**config.mk**
```make
export PLATFORM = sky130hd
export DESIGN_NAME = qor_engine
export DESIGN_NICKNAME = d
export VERILOG_FILES = /design/src/rtl/qor_pkg.sv /design/src/rtl/qor_dpath.sv /design/src/rtl/qor_ctrl.sv /design/src/rtl/qor_engine.sv
export SDC_FILE = /design/constraint.sdc
export NUM_CORES = 1
export LEC_CHECK = 0
export BUFFER_PORTS_ARGS = -buffer_cell sky130_fd_sc_hd__buf_2
export CAP_MARGIN = 20
export CORE_UTILIZATION = 53
export CTS_BUF_LIST = sky130_fd_sc_hd__clkbuf_2
export CTS_CLUSTER_SIZE = 14
export DETAILED_ROUTE_END_ITERATION = 12
export GPL_TIMING_DRIVEN = 0
export PLACE_DENSITY = 0.87
export SLEW_MARGIN = 30
export SYNTH_ARGS = -nofsm -noshare
export SYNTH_HDL_FRONTEND = slang
export SYNTH_HIERARCHICAL = 1
export SYNTH_SLANG_ARGS = --single-unit
```
**constraint.sdc**
```tcl
create_clock -name clk -period 2.7 [get_ports clk]
set_input_delay 0.54 -clock clk [delete_from_list [all_inputs] [get_ports clk]]
set_output_delay 0.54 -clock clk [all_outputs]
set_load 0.02 [all_outputs]
```
**src/rtl/qor_pkg.sv**
```systemverilog
package qor_pkg;
  localparam logic [7:0] READ_OPCODE  = 8'h6B;
  localparam int         OPC_BITS     = 8;
  localparam int         ADDR_SHORT   = 24;
  localparam int         ADDR_LONG    = 32;
  localparam int         DUMMY_CLKS   = 8;
  localparam int         FRAME_BITS   = OPC_BITS + ADDR_LONG;

  typedef enum logic [1:0] {PH_IDLE, PH_CMD, PH_DUMMY, PH_DATA} phase_t;

  typedef struct packed {
    logic load;
    logic shift;
    logic releaseIo0;
    logic sample;
  } dp_ctl_t;
endpackage

```
**src/rtl/qor_dpath.sv**
```systemverilog
module qor_dpath
  import qor_pkg::*;
(
  input  logic        clk,
  input  logic        rstN,
  input  dp_ctl_t     ctl,
  input  logic [31:0] startAddr,
  input  logic        addr4Byte,
  input  logic [3:0]  ioIn,
  output logic [3:0]  ioOut,
  output logic [3:0]  ioOe,
  output logic [7:0]  dataOut,
  output logic        dataValid
);
  logic [FRAME_BITS-1:0] frameSr;
  logic                  io0En;
  logic [3:0]            hiNib;
  logic                  secondNib;

  always_ff @(posedge clk or negedge rstN) begin
    if (!rstN) begin
      frameSr <= '0;
      io0En   <= 1'b0;
    end else if (ctl.load) begin
      io0En <= 1'b1;
      if (addr4Byte) frameSr <= {READ_OPCODE, startAddr};
      else           frameSr <= {READ_OPCODE, startAddr[ADDR_SHORT-1:0], 8'h00};
    end else if (ctl.shift) begin
      frameSr <= {frameSr[FRAME_BITS-2:0], 1'b0};
    end else if (ctl.releaseIo0) begin
      io0En <= 1'b0;
    end
  end

  always_ff @(posedge clk or negedge rstN) begin
    if (!rstN) begin
      hiNib     <= '0;
      secondNib <= 1'b0;
      dataOut   <= '0;
      dataValid <= 1'b0;
    end else begin
      dataValid <= 1'b0;
      if (ctl.load) begin
        secondNib <= 1'b0;
      end else if (ctl.sample) begin
        if (!secondNib) begin
          hiNib     <= ioIn;
          secondNib <= 1'b1;
        end else begin
          dataOut   <= {hiNib, ioIn};
          dataValid <= 1'b1;
          secondNib <= 1'b0;
        end
      end
    end
  end

  assign ioOut = {3'b000, frameSr[FRAME_BITS-1]};
  assign ioOe  = {3'b000, io0En};

  // IO0 must already be released whenever a data nibble is sampled
  p_io0_released_r4: assert property (@(posedge clk) disable iff (!rstN)
    ctl.sample |-> !io0En);
  // byte strobe is a single-cycle pulse
  p_valid_pulse_r5: assert property (@(posedge clk) disable iff (!rstN)
    dataValid |=> !dataValid);
endmodule

```
**src/rtl/qor_ctrl.sv**
```systemverilog
module qor_ctrl
  import qor_pkg::*;
#(
  parameter int DIV   = 2,
  parameter int CNT_W = 16
) (
  input  logic             clk,
  input  logic             rstN,
  input  logic             startReq,
  input  logic [CNT_W-1:0] byteCount,
  input  logic             addr4Byte,
  output logic             csN,
  output logic             sclk,
  output logic             busy,
  output logic             doneFlag,
  output dp_ctl_t          ctl
);
  localparam int CW = CNT_W + 1;
  localparam int HW = $clog2(DIV) + 1;
  localparam logic [CW-1:0] CMD_SHORT = CW'(OPC_BITS + ADDR_SHORT);
  localparam logic [CW-1:0] CMD_LONG  = CW'(OPC_BITS + ADDR_LONG);
  localparam logic [CW-1:0] DUMMY_END = CW'(DUMMY_CLKS);

  phase_t        phase;
  logic [HW-1:0] halfCnt;
  logic [CW-1:0] edgeCnt;
  logic [CW-1:0] cmdBits;
  logic [CW-1:0] nibTarget;
  logic          accept, tick, riseNow, fallNow;

  assign busy    = (phase != PH_IDLE);
  assign accept  = startReq && !busy;
  assign tick    = busy && (halfCnt == HW'(DIV - 1));
  assign riseNow = tick && !sclk;
  assign fallNow = tick && sclk;

  always_comb begin
    ctl            = '0;
    ctl.load       = accept && (byteCount != '0);
    ctl.shift      = fallNow && (phase == PH_CMD) && (edgeCnt != cmdBits);
    ctl.releaseIo0 = fallNow && (phase == PH_CMD) && (edgeCnt == cmdBits);
    ctl.sample     = riseNow && (phase == PH_DATA);
  end

  always_ff @(posedge clk or negedge rstN) begin
    if (!rstN) begin
      halfCnt <= '0;
    end else if (!busy || tick) begin
      halfCnt <= '0;
    end else begin
      halfCnt <= halfCnt + 1'b1;
    end
  end

  always_ff @(posedge clk or negedge rstN) begin
    if (!rstN) begin
      phase     <= PH_IDLE;
      csN       <= 1'b1;
      sclk      <= 1'b0;
      doneFlag  <= 1'b0;
      edgeCnt   <= '0;
      cmdBits   <= CMD_SHORT;
      nibTarget <= '0;
    end else begin
      doneFlag <= 1'b0;
      if (phase == PH_IDLE) begin
        if (accept) begin
          if (byteCount == '0) begin
            doneFlag <= 1'b1;
          end else begin
            phase     <= PH_CMD;
            csN       <= 1'b0;
            edgeCnt   <= '0;
            cmdBits   <= addr4Byte ? CMD_LONG : CMD_SHORT;
            nibTarget <= {byteCount, 1'b0};
          end
        end
      end else if (tick) begin
        sclk <= ~sclk;
        if (riseNow) begin
          edgeCnt <= edgeCnt + 1'b1;
        end else begin
          case (phase)
            PH_CMD: if (edgeCnt == cmdBits) begin
              phase   <= PH_DUMMY;
              edgeCnt <= '0;
            end
            PH_DUMMY: if (edgeCnt == DUMMY_END) begin
              phase   <= PH_DATA;
              edgeCnt <= '0;
            end
            PH_DATA: if (edgeCnt == nibTarget) begin
              phase    <= PH_IDLE;
              csN      <= 1'b1;
              doneFlag <= 1'b1;
            end
            default: ;
          endcase
        end
      end
    end
  end

  // clock rests low outside the chip-select window
  p_sclk_idle_low_r1: assert property (@(posedge clk) disable iff (!rstN)
    csN |-> !sclk);
  // busy covers the whole window
  p_busy_covers_cs_r7: assert property (@(posedge clk) disable iff (!rstN)
    !csN |-> busy);
  // completion is a one-cycle pulse
  p_done_pulse_r7: assert property (@(posedge clk) disable iff (!rstN)
    doneFlag |=> !doneFlag);
  // zero-length request finishes at once without chip select
  p_zero_len_r9: assert property (@(posedge clk) disable iff (!rstN)
    (startReq && !busy && byteCount == '0) |=> (csN && doneFlag));
  // a request while busy does not end or restart the window
  p_ignore_busy_r8: assert property (@(posedge clk) disable iff (!rstN)
    (busy && startReq && !csN && !tick) |=> !csN);
endmodule

```
**src/rtl/qor_engine.sv**
```systemverilog
module qor_engine
  import qor_pkg::*;
#(
  parameter int DIV   = 2,
  parameter int CNT_W = 16
) (
  input  logic             clk,
  input  logic             rstN,
  input  logic             startReq,
  input  logic [31:0]      startAddr,
  input  logic [CNT_W-1:0] byteCount,
  input  logic             addr4Byte,
  output logic             busy,
  output logic             doneFlag,
  output logic [7:0]       dataOut,
  output logic             dataValid,
  output logic             csN,
  output logic             sclk,
  output logic [3:0]       ioOut,
  output logic [3:0]       ioOe,
  input  logic [3:0]       ioIn
);
  dp_ctl_t ctl;

  qor_ctrl #(.DIV(DIV), .CNT_W(CNT_W)) ctrl_i (
    .clk(clk), .rstN(rstN), .startReq(startReq), .byteCount(byteCount),
    .addr4Byte(addr4Byte), .csN(csN), .sclk(sclk), .busy(busy),
    .doneFlag(doneFlag), .ctl(ctl)
  );

  qor_dpath dpath_i (
    .clk(clk), .rstN(rstN), .ctl(ctl), .startAddr(startAddr),
    .addr4Byte(addr4Byte), .ioIn(ioIn), .ioOut(ioOut), .ioOe(ioOe),
    .dataOut(dataOut), .dataValid(dataValid)
  );
endmodule

```
==> reports/results.txt, run 1 <==
Status: completed
Core area: 9240 um^2
Synth cell count leaders: dfrtp_1, mux2i_1, mux2_2, o21ai_0, xor2_1
Fin util: 63.1%
Reg2Reg Capture Point: ctrl_i/edgeCnt[14]
Area of the multi-input gates: 2430 um^2
Largest cells by area after synthesis: dfrtp_1, mux2i_1, mux2_2
Register area: 2410 um^2
Switching part of the total: 25.4%
Initial antenna violation count: 0
Post-DP HPWL: 7800 um
Reg power frac: 62.1%
Share of cells above drive strength 1: 31.4%
CTS tree: built
Cells after Synth: 430
Placed instance area: 5610 um^2
Die area: 9910 um^2
Gr ovfl total: 0
Final wirelength: 10800 um
Startpoint Class: flop
Crit-path max FO: 10
Sequential share of the synthesized area: 47.7%
Synth top area share: 47.1%
Flop2flop setup slack: 0.1 ns
Final Hold Viols: 0
Clock transition at path regs: 0.31 ns
Initial Util: 54.6%
Clock Path Buffers: 2
Synth Flop Type: dfrtp_1
Skew final: 0.0503 ns
Hold Path Depth: 2
Asr flop ratio synth: 100%
PwrDens: 398 nW/um^2
Syn-to-layout area delta: 15.6%
Yosys reg bits: 96
Min Tclk post-route: 2.60 ns
GRT Util Overall: 22.5%
Cell Area, Synth: 5040 um^2
RD Place Congestion: 0.902
Wire length per cell: 16.4 um
Design Power: 0.00232 W
Yosys top cell by area: dfrtp_1
Die W: 99.5 um
DR vias/cell: 5.57
Clock power frac: 31.7%
Number of global-route vias before repair: 3668
Buffers on Ports: 70
H-tree levels: 3
Residual DRC count: 0
FF-to-FF path depth: 9
Io pins: 77
Final setup fails: 0
Root buf cell: clkbuf_2
Post-route cell area: 5830 um^2
First-pass GRT wire length: 17700 um
# rows: 35
Hold_sp: startAddr[0]
Max Clock Freq: 0.385 GHz
Nets: 588
Critical Path RT: 3.18 ns
Part of the cycle the worst path needs: 96.3%
Initial DRT Pass Iterations: 4
Worst reg2reg path startpoint: ctrl_i/edgeCnt[2]
Hold crit path type: input port to flop
WHS Endpoint: dpath_i/frameSr[0]
EDFF count, synth: 0
Die Ht: 99.5 um
Worst setup EP type: flop
Fillers: 701
Int Pwr: 0.00173 W
Combinational share of power: 6.2%
First-iteration detailed-routing DRC count: 220
Kind of critical path: flop to flop
Via count: 3664
Worst-Skew Late Latency: 0.57 ns
Detail Route Antenna Nets: 0
CTS Buf Count: 9
Largest net degree at the start of global routing: 75
Max Cap Viol: 0
Lkg Pwr: 2.58 nW
ANT cells: 0
Slew Viols, Final: 0
Psw: 0.000589 W
Crit path DAT: 3.08 ns
Maximum VDD drop: 0.000262 V
Distinct cells, synth: 45
Yosys warning total: 6
Mean Syn Cell Area: 11.7 um^2
Dominant cell by count in the synthesized netlist: dfrtp_1
Clock sink count: 96
## routing by layer
metal,part of all wire (%),track usage (%),vias up
li1,-,-,1731
met1,45,30.2,1786
met2,50,37.8,128
met3,4.1,2.74,19
met4,1.7,8.14,0
met5,0,0,-
## layout make-up
class | count | share of cell area, %
timing repair buffer | 78 | 7.53
sequential | 96 | 41.3
buffer | 34 | 4.10
inverter | 9 | 0.579
multi-input combinational | 296 | 41.6
tap | 129 | 2.77
clock buffer | 9 | 0.773
clock inverter | 7 | 1.35
## metrics by stage
step | hold slack [ns] | setup slack, ns | std cells | TNS [ns]
final | 0.161 | 0.0995 | 658 | 0
after global routing | 0.133 | -0.0129 | 658 | -0.0379
after CTS | 0.125 | 0.000959 | 654 | 0
after detailed placement | 0.412 | -0.531 | 635 | -24.48
after global placement | 0.428 | -0.435 | 634 | -19.25
after floorplan | 0.244 | 0.0486 | 435 | 0
## cells in the final DEF (no fill, tap or decap), drive strengths merged, types with 2 or more instances in the layout
master,Yosys,final
and4,5,5
and2,5,5
o21ai,19,19
a211o,6,6
a31oi,2,2
or4,3,3
nor2b,9,9
nand3,6,6
nor4,10,10
nand2,14,14
buf,26,104
xor2,17,17
nand4,5,5
nor3b,2,2
nor3,8,8
clkbuf,8,16
dfrtp,95,95
inv,9,12
and3,2,2
xnor2,3,3
conb,1,6
o2bb2ai,7,7
mux2,31,31
clkinv,0,2
a21oi,10,10
o31ai,5,5
mux2i,83,83
nor2,15,15
nand2b,3,3
o311ai,2,2
a21o,2,2
ha,8,8
## cell families after synthesis
group / count (synthesis) / synth area share (%)
XOR/XNOR: 20 / 3.47
flip-flops: 96 / 47.7
multiplexers: 114 / 23.4
AND/OR/NAND/NOR: 90 / 10.5
buffers and inverters: 43 / 5.19
other: 1 / 0.0744
adder cells (fa/ha/maj): 8 / 1.99
AO/OA/AOI/OAI: 58 / 7.67
## power by group through the flow
| stage | sequential (W) | clock [W] | combinational [W] |
|---|---|---|---|
| after global placement | 0.00147 | 0 | 0.000133 |
| after detailed placement | 0.00146 | 0 | 0.000142 |
| after floorplan | 0.00147 | 0 | 0.0000497 |
| after CTS | 0.00144 | 0.000761 | 0.000145 |
| after global routing | 0.00144 | 0.000815 | 0.000158 |
| final | 0.00144 | 0.000736 | 0.000143 |
## registers in the layout, indices dropped and copies added, names as in the netlist
register / count
dpath_i/dataValid: 1
dpath_i/io0En: 1
ctrl_i/cmdBits: 1
ctrl_i/halfCnt: 2
dpath_i/dataOut: 8
ctrl_i/csN: 1
dpath_i/frameSr: 40
ctrl_i/phase: 2
ctrl_i/sclk: 1
dpath_i/hiNib: 4
ctrl_i/doneFlag: 1
dpath_i/secondNib: 1
ctrl_i/nibTarget: 16
ctrl_i/edgeCnt: 17
## worst max-delay path: stages (launching register included)
cell	delay [ns]
dfrtp_1	0.44
buf_2	0.18
nor4_2	0.25
nand4_1	0.30
buf_4	0.24
nor2_1	0.17
o311ai_2	0.19
clkbuf_4	0.23
or4_1	0.40
a21oi_1	0.14
## worst max-delay path by stage
| stage | end | cells after the start | from |
|---|---|---|---|
| 2_1_floorplan | dpath_i/dataOut[0] | 9 | ctrl_i/phase[0] |
| 5_1_grt | ctrl_i/edgeCnt[6] | 11 | ctrl_i/edgeCnt[0] |
| 3_5_place_dp | dpath_i/frameSr[4] | 9 | ctrl_i/phase[0] |
| 3_3_place_gp | dpath_i/dataOut[3] | 9 | ctrl_i/phase[0] |
| 6_report | ctrl_i/edgeCnt[14] | 9 | ctrl_i/edgeCnt[2] |
| 4_1_cts | dpath_i/hiNib[1] | 8 | ctrl_i/phase[0] |
## repair_timing
| action | 4_1_cts | 5_1_grt |
|---|---|---|
| hold buffers | 1 | 0 |
| gates resized for setup | 7 | 15 |
| pin swaps | 1 | 1 |
| endpoints found under the hold margin | 22 | 0 |
| endpoints found under the setup margin | 69 | 50 |
| buffers inserted | 2 | 4 |
No activity file was read; power rests on OpenSTA's default activity.
==> run 2: changes to the inputs <==
- PLACE_DENSITY: 0.87 -> 0.78
==> run 2 against run 1 <==
Against the previous run: hold slack gained 0.041 ns; clock skew shrank 0.012 ns; core utilization shrank 0.28 points; design area is 0.45% lower; first-iteration DRC count decreased by 37%; critical path type unchanged; largest cell class unchanged; largest power group unchanged.
==> reports/results.txt, run 2 (synthesized netlist as in run 1, its figures left out) <==
Clock Path Buffers: 2 (unchanged)
H-tree levels: 3 (unchanged)
Final worst slack: 0.158 ns (was 0.0995 ns)
Hold slack: 0.202 ns (was 0.161 ns)
Status: completed (unchanged)
Skew final: 0.0387 ns (was 0.0503 ns)
Clock sink count: 96 (unchanged)
Final setup fails: 0 (unchanged)
Detail Route Antenna Nets: 0 (unchanged)
Die W: 99.5 um (unchanged)
First-pass GRT wire length: 17600 um (was 17700 um)
FF-to-FF path depth: 9 (unchanged)
Hold crit path type: input port to flop (unchanged)
Crit-path max FO: 10 (unchanged)
Final wirelength: 10600 um (was 10800 um)
Root buf cell: clkbuf_2 (unchanged)
Max Cap Viol: 0 (unchanged)
Startpoint Class: flop (unchanged)
CTS tree: built (unchanged)
Core area: 9240 um^2 (unchanged)
Wire length per cell: 16.1 um (was 16.4 um)
Clock transition at path regs: 0.27 ns (was 0.31 ns)
Residual DRC count: 0 (unchanged)
Maximum VDD drop: 0.000251 V (was 0.000262 V)
Kind of critical path: flop to flop (unchanged)
Syn-to-layout area delta: 15.1% (was 15.6%)
Buffers on Ports: 70 (unchanged)
Hold_sp: byteCount[15] (was startAddr[0])
Pre-CTS setup slack: -0.512 ns (was -0.531 ns)
Post-route cell area: 5800 um^2 (was 5830 um^2)
Worst setup EP type: flop (unchanged)
Critical Path RT: 3.18 ns (about the same)
Commonest non-fill, non-tap cell in the layout: dfrtp_1 (unchanged)
Largest register by flop count: dpath_i/frameSr (unchanged)
Lkg Pwr: 2.56 nW (was 2.58 nW)
Most frequent cells in the layout: dfrtp_1, mux2i_1, buf_2 (unchanged)
Io pins: 77 (unchanged)
PwrDens: 381 nW/um^2 (was 398 nW/um^2)
Nets: 587 (was 588)
Hold Path Depth: 2 (unchanged)
Final std cells w/o fill: 656 (was 658)
Part of the cycle the worst path needs: 94.2% (was 96.3%)
Biggest regs: dpath_i/frameSr x40, ctrl_i/edgeCnt x17, ctrl_i/nibTarget x16 (unchanged)
Initial Util: 54.6% (unchanged)
Placed instance count: 635 (unchanged)
RD Place Congestion: 0.871 (was 0.902)
Worst-Skew Late Latency: 0.55 ns (was 0.57 ns)
Via count: 3653 (was 3664)
Flop2flop setup slack: 0.16 ns (was 0.1 ns)
GRT Util Overall: 22.5% (about the same)
Largest net degree at the start of global routing: 52 (was 75)
Max Clock Freq: 0.393 GHz (was 0.385 GHz)
Worst reg2reg path startpoint: ctrl_i/phase[0] (was ctrl_i/edgeCnt[2])
Max FFs per register: 40 (unchanged)
Reg2Reg Capture Point: dpath_i/dataOut[6] (was ctrl_i/edgeCnt[14])
WHS Endpoint: ctrl_i/nibTarget[16] (was dpath_i/frameSr[0])
Die area: 9910 um^2 (unchanged)
Die Ht: 99.5 um (unchanged)
ANT cells: 0 (unchanged)
Slew headroom: 65.1%
Crit path DAT: 3.02 ns (was 3.08 ns)
Share of cells above drive strength 1: 31.9% (was 31.4%)
Min Tclk post-route: 2.54 ns (was 2.60 ns)
Worst Tran Pin Value: 0.519 ns
Setup TNS: 0 ns (unchanged)
Initial antenna violation count: 0 (unchanged)
First-iteration detailed-routing DRC count: 138 (was 220)
Initial DRT Pass Iterations: 4 (unchanged)
DR vias/cell: 5.57 (about the same)
Slew Viols, Final: 0 (unchanged)
# rows: 35 (unchanged)
Final Hold Viols: 0 (unchanged)
Gr ovfl total: 0 (unchanged)
Placed instance area: 5610 um^2 (unchanged)
CTS Buf Count: 9 (unchanged)
Post-DP HPWL: 7690 um (was 7800 um)
Number of global-route vias before repair: 3685 (was 3668)
## run 2: through the flow
stage	utilization, %	total power, W
6_report	62.8	0.00221
5_1_grt	62.8	0.00231
4_1_cts	62.0	0.00225
3_5_place_dp	60.7	0.00161
3_3_place_gp	60.3	0.00160
2_1_floorplan	-	0.00152
## run 2: metal layers
| metal | routed length, um | global-route usage (%) | vias to the layer above | part of all wire [%] |
|---|---|---|---|---|
| li1 | - | - | 1736 | - |
| met1 | 4770 | 29.2 | 1796 | 45 |
| met2 | 5260 | 38.4 | 109 | 50 |
| met3 | 413 | 4.71 | 12 | 3.9 |
| met4 | 127 | 6.11 | 0 | 1.2 |
| met5 | 0 | 0 | - | 0 |
## run 2: layout make-up
type                    instances  area (um^2)
fillers                       719         3440
multi-input cells             296         2430
flip-flops and latches         96         2410
repair buffers                 78          439
plain buffers                  33          238
well taps                     129          161
clock inverters                 6         50.0
clock buffers                   9         45.0
inverters                       9         33.8
## run 2: critical path, stage by stage (launching register included)
cell and delay [ns]:
dfrtp_1 0.48, inv_1 0.12, ha_1 0.22, clkbuf_2 0.24
nand2_1 0.14, nor2_4 0.25, clkbuf_4 0.30, buf_6 0.16
nand3b_4 0.21, mux2_2 0.35
## run 2: report_power, final
part / switching, W / internal (W) / total, W
Combinational: 0.0000809 / 0.0000625 / 0.000143
Sequential: 0 / 0.00144 / 0.00144
Clock: 0.000495 / 0.000130 / 0.000624
Total: 0.000575 / 0.00163 / 0.00221
## run 2: what timing repair did
action,4_1_cts,5_1_grt
pin swaps,1,2
hold endpoints to repair,45,0
hold buffers,1,0
buffers inserted,1,5
gates cloned,0,0
setup endpoints to repair,69,56
resized for setup,5,17
## run 2: worst max path at each step
stage	from	endpoint	slack (ns)
detailed placement	ctrl_i/phase[0]	dpath_i/dataOut[6]	-0.51
floorplan	ctrl_i/phase[0]	dpath_i/dataOut[0]	0.05
finish	ctrl_i/phase[0]	dpath_i/dataOut[6]	0.16
global route	ctrl_i/edgeCnt[0]	ctrl_i/edgeCnt[6]	-0.02
global placement	ctrl_i/phase[0]	dpath_i/dataOut[3]	-0.42
CTS	ctrl_i/edgeCnt[1]	ctrl_i/edgeCnt[14]	0.01
==> run 3: changes to the inputs <==
==> constraint.sdc (replaced) <==
create_clock -name clk -period 2.7 [get_ports clk]
set_input_delay 0.27 -clock clk [delete_from_list [all_inputs] [get_ports clk]]
set_output_delay 0.27 -clock clk [all_outputs]
set_load 0.02 [all_outputs]
==> run 3 against run 2 <==
Against the previous run: wire length grew 7.8%; critical path depth is the same; sequential cell count is the same; design area grew 7.2%; final cell count grew 6.4%; combinational power grew 36%; total power grew 2.3%; hold slack lost 0.16 ns; first-iteration DRC count grew 26%; count of clock-buffer cells in the layout is the same; sequential power is essentially flat; critical endpoint unchanged; largest cell class unchanged; highest routed layer unchanged.
==> reports/results.txt, run 3 (synthesized netlist as in run 1, its figures left out) <==
Gr ovfl total: 0 (unchanged)
Number of global-route vias before repair: 3950 (was 3685)
Slew Viols, Final: 0 (unchanged)
Biggest regs: dpath_i/frameSr x40, ctrl_i/edgeCnt x17, ctrl_i/nibTarget x16 (unchanged)
Routing usage on met2: 40.8% (was 38.4%)
Min Tclk post-route: 2.55 ns (was 2.54 ns)
Initial Util: 54.6% (unchanged)
WHS Endpoint: dpath_i/frameSr[22] (was ctrl_i/nibTarget[16])
CP max-delay cell: dfrtp_1 (unchanged)
CTS Buf Count: 9 (unchanged)
Part of the cycle the worst path needs: 94.3% (was 94.2%)
Residual DRC count: 0 (unchanged)
Worst reg2reg path startpoint: ctrl_i/phase[0] (unchanged)
ANT cells: 0 (unchanged)
Crit path largest cell delay: 0.48 ns (about the same)
Hold Path Depth: 3 (was 2)
Worst-Skew Late Latency: 0.55 ns (about the same)
Initial DRT Pass Iterations: 4 (unchanged)
CTS tree: built (unchanged)
Buffers on Ports: 70 (unchanged)
Lkg Pwr: 2.73 nW (was 2.56 nW)
Syn-to-layout area delta: 23.4% (was 15.1%)
Kind of critical path: flop to flop (unchanged)
Final wirelength: 11400 um (was 10600 um)
Via count: 3907 (was 3653)
# rows: 35 (unchanged)
GRT met1 Usage: 31.0% (was 29.2%)
Reg2Reg Capture Point: dpath_i/dataOut[6] (unchanged)
Status: completed (unchanged)
Nets: 629 (was 587)
Root buf cell: clkbuf_2 (unchanged)
RD Place Congestion: 0.871 (unchanged)
Skew final: 0.0396 ns (was 0.0387 ns)
Largest net degree at the start of global routing: 52 (unchanged)
Io pins: 77 (unchanged)
Wire length per cell: 16.3 um (was 16.1 um)
Final worst slack: 0.153 ns (was 0.158 ns)
Die W: 99.5 um (unchanged)
Max Cap Viol: 0 (unchanged)
Detail Route Antenna Nets: 0 (unchanged)
First-pass GRT wire length: 18900 um (was 17600 um)
Global routing's busiest layer: met2 (unchanged)
Share of cells above drive strength 1: 29.5% (was 31.9%)
Die area: 9910 um^2 (unchanged)
Hold_sp: startAddr[22] (was byteCount[15])
Largest register by flop count: dpath_i/frameSr (unchanged)
Max FFs per register: 40 (unchanged)
Design Power: 0.00226 W (was 0.00221 W)
Pre-CTS setup slack: -0.512 ns (unchanged)
Commonest non-fill, non-tap cell in the layout: dfrtp_1 (unchanged)
GRT Util Overall: 24.2% (was 22.5%)
Met3 Use GR: 5.06% (was 4.71%)
Initial antenna violation count: 0 (unchanged)
Post-DP HPWL: 7690 um (unchanged)
Clock sink count: 96 (unchanged)
Final Hold Viols: 0 (unchanged)
Final setup fails: 0 (unchanged)
Most frequent cells in the layout: dfrtp_1, mux2i_1, buf_2 (unchanged)
PwrDens: 363 nW/um^2 (was 381 nW/um^2)
Flop2flop setup slack: 0.15 ns (was 0.16 ns)
Core area: 9240 um^2 (unchanged)
Critical Path RT: 3.18 ns (about the same)
Clock transition at path regs: 0.26 ns (was 0.27 ns)
Clock Path Buffers: 2 (unchanged)
Die Ht: 99.5 um (unchanged)
Startpoint Class: flop (unchanged)
Crit-path max FO: 10 (unchanged)
DR vias/cell: 5.60 (was 5.57)
CP cell instances: inv_1 > ha_1 > clkbuf_2 > nand2_1 > nor2_4 > clkbuf_4 > buf_6 > nand3b_4 > mux2_2 (unchanged)
Hold crit path type: input port to flop (unchanged)
H-tree levels: 3 (unchanged)
FF-to-FF path depth: 9 (unchanged)
Maximum VDD drop: 0.000250 V (was 0.000251 V)
First-iteration detailed-routing DRC count: 174 (was 138)
Worst setup EP type: flop (unchanged)
Crit path DAT: 3.02 ns (about the same)
Max Clock Freq: 0.393 GHz (about the same)
run 3: power by group:
part           switching [W]  internal (W)
combinational      0.0000917      0.000103
sequential                 0       0.00144
clock               0.000494      0.000130
total               0.000585       0.00167
run 3: layout make-up:
| class | instances | area (um^2) |
|---|---|---|
| Inverter | 9 | 33.8 |
| Sequential cell | 96 | 2410 |
| Tap cell | 129 | 161 |
| Clock buffer | 9 | 45.0 |
| Timing Repair Buffer | 120 | 860 |
| Buffer | 33 | 238 |
| Multi-Input combinational cell | 296 | 2430 |
| Fill cell | 657 | 3020 |
| Clock inverter | 6 | 50.0 |
run 3: how the worst max path moves through the flow:
stage / from / endpoint / slack, ns / cells after the start
6_report: ctrl_i/phase[0] / dpath_i/dataOut[6] / 0.15 / 9
5_1_grt: ctrl_i/edgeCnt[0] / ctrl_i/edgeCnt[6] / -0.03 / 10
4_1_cts: ctrl_i/edgeCnt[1] / ctrl_i/edgeCnt[14] / 0.01 / 9
3_5_place_dp: ctrl_i/phase[0] / dpath_i/dataOut[6] / -0.51 / 9
3_3_place_gp: ctrl_i/phase[0] / dpath_i/dataOut[3] / -0.42 / 9
2_1_floorplan: ctrl_i/phase[0] / dpath_i/dataOut[0] / 0.05 / 9
run 3: worst max-delay path: cells and delay by family (launching register included):
kind | cells | cell delay, ns
mux | 1 | 0.35
simple gates | 3 | 0.60
fa+ha+maj | 1 | 0.22
flops | 1 | 0.48
buf+inv | 4 | 0.83
run 3: metal layers:
metal | part of all wire [%] | up-vias
met5 | 0 | -
met4 | 3.0 | 0
met3 | 4.1 | 30
met2 | 49 | 129
met1 | 44 | 1929
li1 | - | 1819
run 3: metrics by stage:
step	setup TNS, ns	cell area, um^2	hold WS [ns]	instances	utilization (%)
after floorplan	0	5060	-0.0256	435	-
after global placement	-18.11	5570	0.427	634	60.3
after detailed placement	-23.64	5610	0.232	635	60.7
after CTS	0	6150	0.000400	694	66.6
after global routing	-0.0337	6220	0.00236	698	67.4
final	0	6220	0.0416	698	67.4
run 3: repair_timing:
item / 4_1_cts / 5_1_grt
resized for setup: 5 / 18
buffers inserted: 1 / 5
hold buffers: 43 / 0
pin swaps: 1 / 2
hold endpoints to repair: 139 / 0
setup endpoints to repair: 69 / 57
